**src/rtl/pkt_xfer_stat.sv**
```systemverilog
module pkt_xfer_stat #(
  parameter int CNT_W  = 24,
  parameter int BEAT_W = 3
) (
  input  logic              clk,
  input  logic              rst_n,
  input  logic              wr_en,
  input  logic [1:0]        wr_addr,
  input  logic [31:0]       wr_data,
  input  logic [3:0]        wr_be,
  input  logic [1:0]        rd_addr,
  output logic [31:0]       rd_data,
  input  logic              beat_valid,
  input  logic [BEAT_W-1:0] beat_bytes,
  input  logic              fifo_err,
  output logic              xfer_active,
  output logic              irq
);
  localparam logic [1:0] A_CTRL = 2'd0;
  localparam logic [1:0] A_SIZE = 2'd1;
  localparam logic [1:0] A_STAT = 2'd2;
  localparam int B_ME  = 0;
  localparam int B_NIE = 8;
  localparam int B_AIE = 9;
  localparam int B_RC  = 16;
  localparam int B_ABT = 28;
  localparam int B_NRM = 24;
  localparam int SUM_W = CNT_W + 1;
  localparam int SIZE_LANES = (CNT_W + 7) / 8;

  logic me_q, nie_q, aie_q, rc_q;
  logic [CNT_W-1:0] size_q, cnt_q;
  logic active_q, abort_q, norm_q;

  logic wr_ctrl, wr_size, wr_stat, restart;
  logic me_nxt, rc_nxt, hold_clr;
  logic abort_evt, done_evt;
  logic [SUM_W-1:0] cnt_sum;

  assign wr_ctrl  = wr_en && (wr_addr == A_CTRL);
  assign wr_size  = wr_en && (wr_addr == A_SIZE);
  assign wr_stat  = wr_en && (wr_addr == A_STAT);
  assign restart  = wr_size && wr_be[3] && (wr_data[31:24] == 8'h01) && me_q;
  assign me_nxt   = (wr_ctrl && wr_be[0]) ? wr_data[B_ME] : me_q;
  assign rc_nxt   = (wr_ctrl && wr_be[2]) ? wr_data[B_RC] : rc_q;
  assign hold_clr = !me_nxt || rc_nxt;

  assign cnt_sum   = {1'b0, cnt_q} + {{(SUM_W-BEAT_W){1'b0}}, beat_bytes};
  assign abort_evt = active_q && fifo_err;
  assign done_evt  = active_q && beat_valid && !fifo_err && (cnt_sum >= {1'b0, size_q});

  always_ff @(posedge clk or negedge rst_n) begin
    if (!rst_n) begin
      me_q  <= 1'b0;
      nie_q <= 1'b0;
      aie_q <= 1'b0;
      rc_q  <= 1'b0;
    end else begin
      me_q <= me_nxt;
      rc_q <= rc_nxt;
      if (wr_ctrl && wr_be[1]) begin
        nie_q <= wr_data[B_NIE];
        aie_q <= wr_data[B_AIE];
      end
    end
  end

  always_ff @(posedge clk or negedge rst_n) begin
    if (!rst_n) begin
      size_q <= '0;
    end else if (wr_size) begin
      for (int b = 0; b < SIZE_LANES; b++) begin
        if (wr_be[b]) begin
          for (int k = 0; k < 8; k++) begin
            if (b*8 + k < CNT_W) size_q[b*8 + k] <= wr_data[b*8 + k];
          end
        end
      end
    end
  end

  always_ff @(posedge clk or negedge rst_n) begin
    if (!rst_n) begin
      active_q <= 1'b0;
      cnt_q    <= '0;
    end else if (restart) begin
      active_q <= 1'b1;
      cnt_q    <= '0;
    end else begin
      if (abort_evt || done_evt) active_q <= 1'b0;
      if (active_q && beat_valid && !fifo_err) cnt_q <= cnt_sum[CNT_W-1:0];
    end
  end

  always_ff @(posedge clk or negedge rst_n) begin
    if (!rst_n) begin
      abort_q <= 1'b0;
      norm_q  <= 1'b0;
    end else if (hold_clr || restart) begin
      abort_q <= 1'b0;
      norm_q  <= 1'b0;
    end else begin
      if (abort_evt) abort_q <= 1'b1;
      else if (wr_stat && wr_be[3] && wr_data[B_ABT]) abort_q <= 1'b0;
      if (done_evt) norm_q <= 1'b1;
      else if (wr_stat && wr_be[3] && wr_data[B_NRM]) norm_q <= 1'b0;
    end
  end

  always_comb begin
    rd_data = '0;
    case (rd_addr)
      A_CTRL: begin
        rd_data[B_ME]  = me_q;
        rd_data[B_NIE] = nie_q;
        rd_data[B_AIE] = aie_q;
        rd_data[B_RC]  = rc_q;
      end
      A_SIZE: rd_data[CNT_W-1:0] = size_q;
      A_STAT: begin
        rd_data[CNT_W-1:0] = cnt_q;
        rd_data[B_ABT]     = abort_q;
        rd_data[B_NRM]     = norm_q;
      end
      default: rd_data = '0;
    endcase
  end

  assign xfer_active = active_q;
  assign irq = me_q && ((abort_q && aie_q) || (norm_q && nie_q));
endmodule

```
**config.mk**
```make
export PLATFORM = sky130hd
export DESIGN_NAME = pkt_xfer_stat
export DESIGN_NICKNAME = d
export VERILOG_FILES = /design/src/rtl/pkt_xfer_stat.sv
export SDC_FILE = /design/constraint.sdc
export NUM_CORES = 1
export LEC_CHECK = 0
export ABC_CLOCK_PERIOD_IN_PS = 2940
export BUFFER_PORTS_ARGS = -buffer_cell sky130_fd_sc_hd__buf_4
export CAP_MARGIN = 20
export CELL_PAD_IN_SITES_DETAIL_PLACEMENT = 1
export CELL_PAD_IN_SITES_GLOBAL_PLACEMENT = 2
export CORE_MARGIN = 1
export CORE_UTILIZATION = 31
export DETAILED_ROUTE_END_ITERATION = 16
export GPL_ROUTABILITY_DRIVEN = 0
export GPL_TIMING_DRIVEN = 0
export PLACE_DENSITY = 0.77
export SLEW_MARGIN = 0
export SYNTH_ARGS = -nofsm -noshare
export SYNTH_HDL_FRONTEND = slang
export SYNTH_SLANG_ARGS = --single-unit
```
**constraint.sdc**
```tcl
create_clock -name clk -period 2.94 [get_ports clk]
set_clock_uncertainty 0.15 [all_clocks]
set_input_delay 0.147 -clock clk [delete_from_list [all_inputs] [get_ports clk]]
set_output_delay 0.147 -clock clk [all_outputs]
set_load 0.03 [all_outputs]
```
==> results of run 1 <==
worst max-delay path: cells and delay by family, from the launching register on:
family          cells  cell delay (ps)
fa+ha+maj           3              850
buf+inv             1               40
compound gates      4              760
xor+xnor            1              140
flops               1              350
simple gates        6             1050
power groups by stage:
stage,Clock [mW],Combinational (mW),Sequential [mW]
after floorplan,0,0.316,0.901
after global placement,0,0.480,0.926
after detailed placement,0,0.495,0.933
after CTS,0.601,0.537,0.918
after global routing,0.629,0.588,0.931
final,0.584,0.532,0.918
metrics by stage:
step | utilization (%) | TNS, ps
floorplan | - | -424.1
global placement | 38.26 | -1630
detailed placement | 38.26 | -1677
CTS | 42.16 | -969.0
global route | 42.45 | -1226
finish | 42.45 | -929.9
worst paths after layout:
kind	end	depth (start not counted)	startpoint
hold reg to reg	size_q[22]$_DFFE_PN0P_	1	size_q[22]$_DFFE_PN0P_
setup reg to reg	norm_q$_DFFE_PN0P_	15	cnt_q[0]$_DFFE_PN0P_
hold / removal	xfer_active$_DFFE_PN0P_	4	fifo_err
setup / recovery	norm_q$_DFFE_PN0P_	15	cnt_q[0]$_DFFE_PN0P_
max in group asynchronous	cnt_q[13]$_DFFE_PN0P_	2	rst_n
min in group asynchronous	size_q[19]$_DFFE_PN0P_	2	rst_n
kinds of logic after synthesis:
kind of cell	count (synthesis)	synth area share, %
AOI/OAI and AO/OA	65	11.81
muxes	28	7.853
and+or+nand+nor	151	21.03
DFF	55	34.28
other	1	0.09340
xor gates and xnor gates	38	8.289
buffers and inverters	60	6.482
adders and majority gates	32	10.16
per-layer routing:
metal	wire length, um	share of wire [%]	track usage, %
met5	0	0	0
met4	97	0.79	3.590
met3	550	4.5	2.510
met2	6238	51	34.68
met1	5432	44	26.07
cell usage in the layout, fill, tap and decap left out, drive strengths merged, types with 2 or more instances in the layout:
cell type,n
nor2b,24
and4,2
nand4,7
o21ai,8
and2,5
xor2,20
inv,33
or3,5
nand3,12
ha,31
conb,6
and3,5
buf,97
nor4,3
a21oi,16
and3b,3
nand2,33
dlygate4sd3,26
nor2,34
nor3b,3
dfrtp,55
and4b,2
a222oi,4
a21o,3
a2111oi,2
a22oi,23
clkbuf,19
xnor2,18
mux2,28
nand2b,3
nor3,5
what timing repair did:
action / 4_1_cts / 5_1_grt
pin swaps: 15 / 10
hold buffers: 26 / 0
resized for setup: 14 / 8
endpoints found under the setup margin: 2 / 2
setup buffers: 7 / 1
hold endpoints to repair: 84 / 0
layout make-up:
class                   count  area (um2)  area share [%]
plain buffers              27       136.4           2.546
clock buffers               6       128.9           2.406
inverters                  33       123.9           2.313
multi-input cells         320        2487           46.44
flip-flops and latches     55        1378           25.72
well taps                 172       215.2           4.018
repair buffers            109       887.1           16.56
==> flow_metrics.py, run 1 <==
metrics = {
    "run_status": {
        "outcome": "complete, but fails checks",
        "violations": "setup timing",
    },
    "power": {
        "pwr-share-clk_pct": 28.7,
        "netSwitchingPower_mw": 0.6264,
        "p_seq_share_pct": 45.1,
        "switching_share_pct": 30.80,
        "power_density_mw_per_mm2": 379.6,
        "ir_drop_mv": 0.2435,
        "combPwrFrac_pct": 26.1,
        "intPower_mw": 1.407,
        "finalPower_mw": 2.033,
        "power.leakage_nw": 2.540,
    },
    "timing": {
        "holdWs_ps": 9.835,
        "setup_violations": 2,
        "final.period_utilization_pct": 117.3,
        "relSlewSlack_pct": 49.13,
        "fmax_mhz": 290.0,
        "final-max-slew-violation-count": 0,
        "worst_slack_ps": -507.9,
        "worstMarginPinSlew_ps": 763.0,
        "grt_setup_unrepaired": "true",
        "hold_viol": 0,
        "period_minus_slack_ps": 3448,
    },
    "cts": {
        "root_buffer": "clkbuf_16",
        "numClockSinks": 55,
        "cts_max_level": 2,
        "cts_buffer_depth": 2,
        "cts_tree": "yes",
        "cts_buffers": 5,
        "clkTransAtPathRegs_ps": 70,
        "insertion_delay_ps": 300,
    },
    "final_layout": {
        "reg.largest.list": "cnt_q x24, size_q x24",
        "nFillCells": 1521,
        "antennaDiodeCount": 0,
        "area_growth_pct": 33.41,
        "instances_no_fill": 722,
        "drive_above_1_share_pct": 29.82,
        "fin_nets": 631,
        "fin_area_mm2": 0.005356,
    },
    "logic_synthesis": {
        "yosys_warnings": 0,
        "ys_seq_area_share_pct": 34.28,
        "synth_edf_count": 0,
        "synth_seq_cells": 55,
        "synth.most_common_cell": "dfrtp_1",
        "ys.flop_type": "dfrtp_1",
        "netlist_instances": 430,
        "synth_cell_type_count": 54,
        "netlist_top_cells_area": "dfrtp_1 34%, ha_1 9.7%, mux2_2 7.9%, xor2_1 4.4%, a22oi_1 4.3%",
        "yosysTopAreaCellShare_pct": 34.28,
        "synth-async-reset-ratio_pct": 100.0,
        "syn_avg_cell_area_um2": 9.337,
        "ys_top_cells_by_count": "55 x dfrtp_1, 33 x inv_1, 33 x nand2_1, 33 x nor2_1, 31 x ha_1",
        "synth_top_cell_by_area": "dfrtp_1",
        "syn-cell-area_mm2": 0.004015,
    },
    "hold_path": {
        "hp-class": "input port to flip-flop",
    },
    "place": {
        "port_buffers": 75,
        "place_area_mm2": 0.004828,
        "dp.cells": 682,
        "place_ws_ps": -841.3,
        "dp_hpwl_um": 9198,
    },
    "grt": {
        "antenna_found_initial": 0,
        "overflow": 0,
        "grt_pass1_wl_um": 19920,
        "grt_use_total_pct": 19.72,
        "grt_max_degree": 56,
        "grt_pass1_vias": 3731,
    },
    "routing": {
        "vias": 3546,
        "routed_wl_um": 12320,
        "drt_iter0_drc": 146,
        "vias_per_cell": 4.911,
        "route.detailed.drc": 0,
        "drt-pass1-iter-count": 4,
        "antenna_left": 0,
        "routedWlPerCell_um": 17.06,
    },
    "worst_setup_path": {
        "cp-end-kind": "flip-flop",
        "worstPathCellList": "ha_2, inv_2, fa_2, and2b_2, o21ai_4, and4bb_4, nand3_2, xnor2_1, ha_1, nand3_2, nor2_1, a22oi_1, nand4_1, a41o_2, a31o_1",
        "worstSetupPathType": "flip-flop to flip-flop",
        "crit_slowest_cell": "dfrtp_1",
        "worstPathRequired_ps": 2970,
        "slowest_delay_ps": 350,
        "crit_top_cell": "nand3_2",
        "r2r_setup_slack_ps": -510,
        "cp-start-kind": "flip-flop",
        "worstPathMaxFanout": 4,
        "arrival_ps": 3480,
    },
    "floorplan": {
        "num_rows": 41,
        "start_util_pct": 31.82,
        "fp.dieArea_mm2": 0.01341,
        "die_x_um": 115.8,
        "io_pins": 82,
        "die_h_um": 115.8,
        "core_mm2": 0.01262,
    },
    "run": {
        "max_cap_viol_count": 0,
    },
}
Note: power is estimated with default switching activity, not from simulation.
==> run 2: changes to the inputs <==
Settings changed: ABC_CLOCK_PERIOD_IN_PS 2940 to 4050, CORE_UTILIZATION 31 to 37, PLACE_DENSITY 0.77 to 0.86.
Clock period 2.94 ns to 4.05 ns, I/O delays scaled along.
==> flow_metrics.py, run 2 (same netlist as run 1, synthesis figures left out) <==
metrics = {
    "routing": {
        "route.detailed.drc": 0,
        "drt_iter0_drc": 122,
        "vias_per_cell": 5.221,
        "antenna_left": 0,
        "routedWlPerCell_um": 17.66,
        "drt-pass1-iter-count": 4,
        "vias": 3545,
        "routed_wl_um": 11990,
    },
    "final_layout": {
        "drive_above_1_share_pct": 25.97,
        "area_growth_pct": 27.89,
        "layout_commonest_cell": "buf_4",
        "reg.largest.list": "cnt_q x24, size_q x24",
        "layout_common_cells": "82 x buf_4, 55 x dfrtp_1, 33 x inv_1, 33 x nand2_1, 33 x nor2_1",
        "antennaDiodeCount": 0,
        "fin_nets": 623,
    },
    "worst_setup_path": {
        "cp-end-kind": "flip-flop",
        "crit_family": "simple AND/OR/NAND/NOR gates",
        "reg2reg_from": "cnt_q[0]$_DFFE_PN0P_",
        "cp-start-kind": "flip-flop",
        "worstPathRequired_ps": 4110,
        "worstPathMaxFanout": 8,
        "crit_slowest_cell": "fa_1",
        "worstPathCellList": "ha_1, inv_1, fa_1, and2b_1, o21ai_2, and4bb_4, nand3_1, xnor2_1, ha_1, nand3_1, nor2_1, a22oi_1, nand4_1, a41o_2, a31o_1",
        "slowest_delay_ps": 410,
        "critPathBufInv": 1,
        "worstSetupPathType": "flip-flop to flip-flop",
        "startpoint": "cnt_q[0]$_DFFE_PN0P_",
        "arrival_ps": 3890,
    },
    "floorplan": {
        "io_pins": 82,
        "fp.dieArea_mm2": 0.01127,
        "die_h_um": 106.2,
        "start_util_pct": 38.55,
        "core_mm2": 0.01042,
        "num_rows": 37,
        "die_x_um": 106.2,
    },
    "timing": {
        "final.period_utilization_pct": 94.52,
        "setup_violations": 0,
        "relSlewSlack_pct": 49.97,
        "setup_tns_ps": 0,
        "grt_setup_unrepaired": "false",
        "final-max-slew-violation-count": 0,
        "hold_viol": 0,
        "period_minus_slack_ps": 3828,
        "fmax_mhz": 261.2,
        "worstMarginPinSlew_ps": 750.5,
    },
    "power": {
        "power.leakage_nw": 2.504,
        "ir_drop_mv": 0.1625,
        "power_density_mw_per_mm2": 266.4,
        "finalPower_mw": 1.368,
    },
    "cts": {
        "cts_buffer_depth": 2,
        "insertion_delay_ps": 310,
        "clkTransAtPathRegs_ps": 100,
        "cts_buffers": 5,
        "root_buffer": "clkbuf_8",
        "cts_tree": "yes",
        "cts_max_level": 2,
        "numClockSinks": 55,
        "post_cts_buffers": 0,
    },
    "hold_path": {
        "hp-class": "input port to flip-flop",
        "hp-start": "fifo_err",
    },
    "place": {
        "dp_hpwl_um": 9034,
        "port_buffers": 75,
    },
    "grt": {
        "grt_use_total_pct": 22.48,
        "overflow": 0,
        "grt_pass1_wl_um": 19630,
        "antenna_found_initial": 0,
        "grt_pass1_vias": 3760,
        "grt_max_degree": 56,
    },
    "run": {
        "max_cap_viol_count": 0,
    },
    "run_status": {
        "outcome": "complete, no violations",
    },
}
==> run 2: cell count changes in the layout (fill, tap and decap cells not counted), moves of 2 or more <==
cell | before | now
nand3_1 | 10 | 12
nor2_2 | 5 | 1
nand3_2 | 2 | 0
o21ai_0 | 5 | 7
buf_4 | 89 | 82
clkbuf_16 | 5 | 0
nor2_1 | 29 | 33
a21oi_1 | 13 | 15
clkbuf_8 | 0 | 6
==> run 2: routing by layer <==
layer	share of wire, %	wire length (um)	vias up	GRT usage, %
met5	0	0	-	0
met1	46	5502	1768	29.61
li1	-	-	1700	-
met3	3.3	401	7	2.882
met4	0.74	89	0	3.472
met2	50	5996	70	39.80
==> run 2: per-stage QoR <==
| step | worst slack [ps] | instances | utilization (%) | hold WS, ps | cell area (um2) |
|---|---|---|---|---|---|
| floorplan | 820.5 | 435 | - | -243.1 | 4034 |
| global placement | 200.6 | 646 | 45.77 | 163.6 | 4767 |
| detailed placement | 80.47 | 646 | 45.77 | 171.6 | 4767 |
| CTS | 42.05 | 679 | 49.11 | 44.21 | 5115 |
| global route | 31.44 | 679 | 49.30 | 76.15 | 5135 |
| finish | 221.9 | 679 | 49.30 | 40.87 | 5135 |
==> run 2: repair_timing <==
action | in CTS | in global routing
endpoints found under the hold margin | 83 | 0
hold buffers | 26 | 0
gates resized for setup | 0 | 3
endpoints found under the setup margin | 0 | 2
==> run 2: path summary, 6_finish.rpt <==
kind	to	slack [ps]	cells after the start
min reg2reg	size_q[10]$_DFFE_PN0P_	400	1
min in group asynchronous	size_q[19]$_DFFE_PN0P_	330	2
min	abort_q$_DFFE_PN0P_	40	3
max	norm_q$_DFFE_PN0P_	220	15
max reg2reg	norm_q$_DFFE_PN0P_	220	15
max in group asynchronous	cnt_q[3]$_DFFE_PN0P_	2910	2
==> run 2: worst min-delay path: stages <==
cell	delay, ps
buf_4	90
a22oi_1	70
nor2b_1	100
==> run 2: report_power, final <==
group | switching, mW | internal [mW]
combinational | 0.193 | 0.184
sequential | 0.0541 | 0.611
clock | 0.191 | 0.135
total | 0.438 | 0.930
==> run 2: final cells by class <==
type	count	area (um2)
buffer	27	136.4
clock buffer	6	82.58
clock inverter	1	5.005
fill	1251	5281
inverter	33	123.9
multi-input combinational	320	2417
sequential	55	1376
tap	136	170.2
timing repair buffer	101	823.3
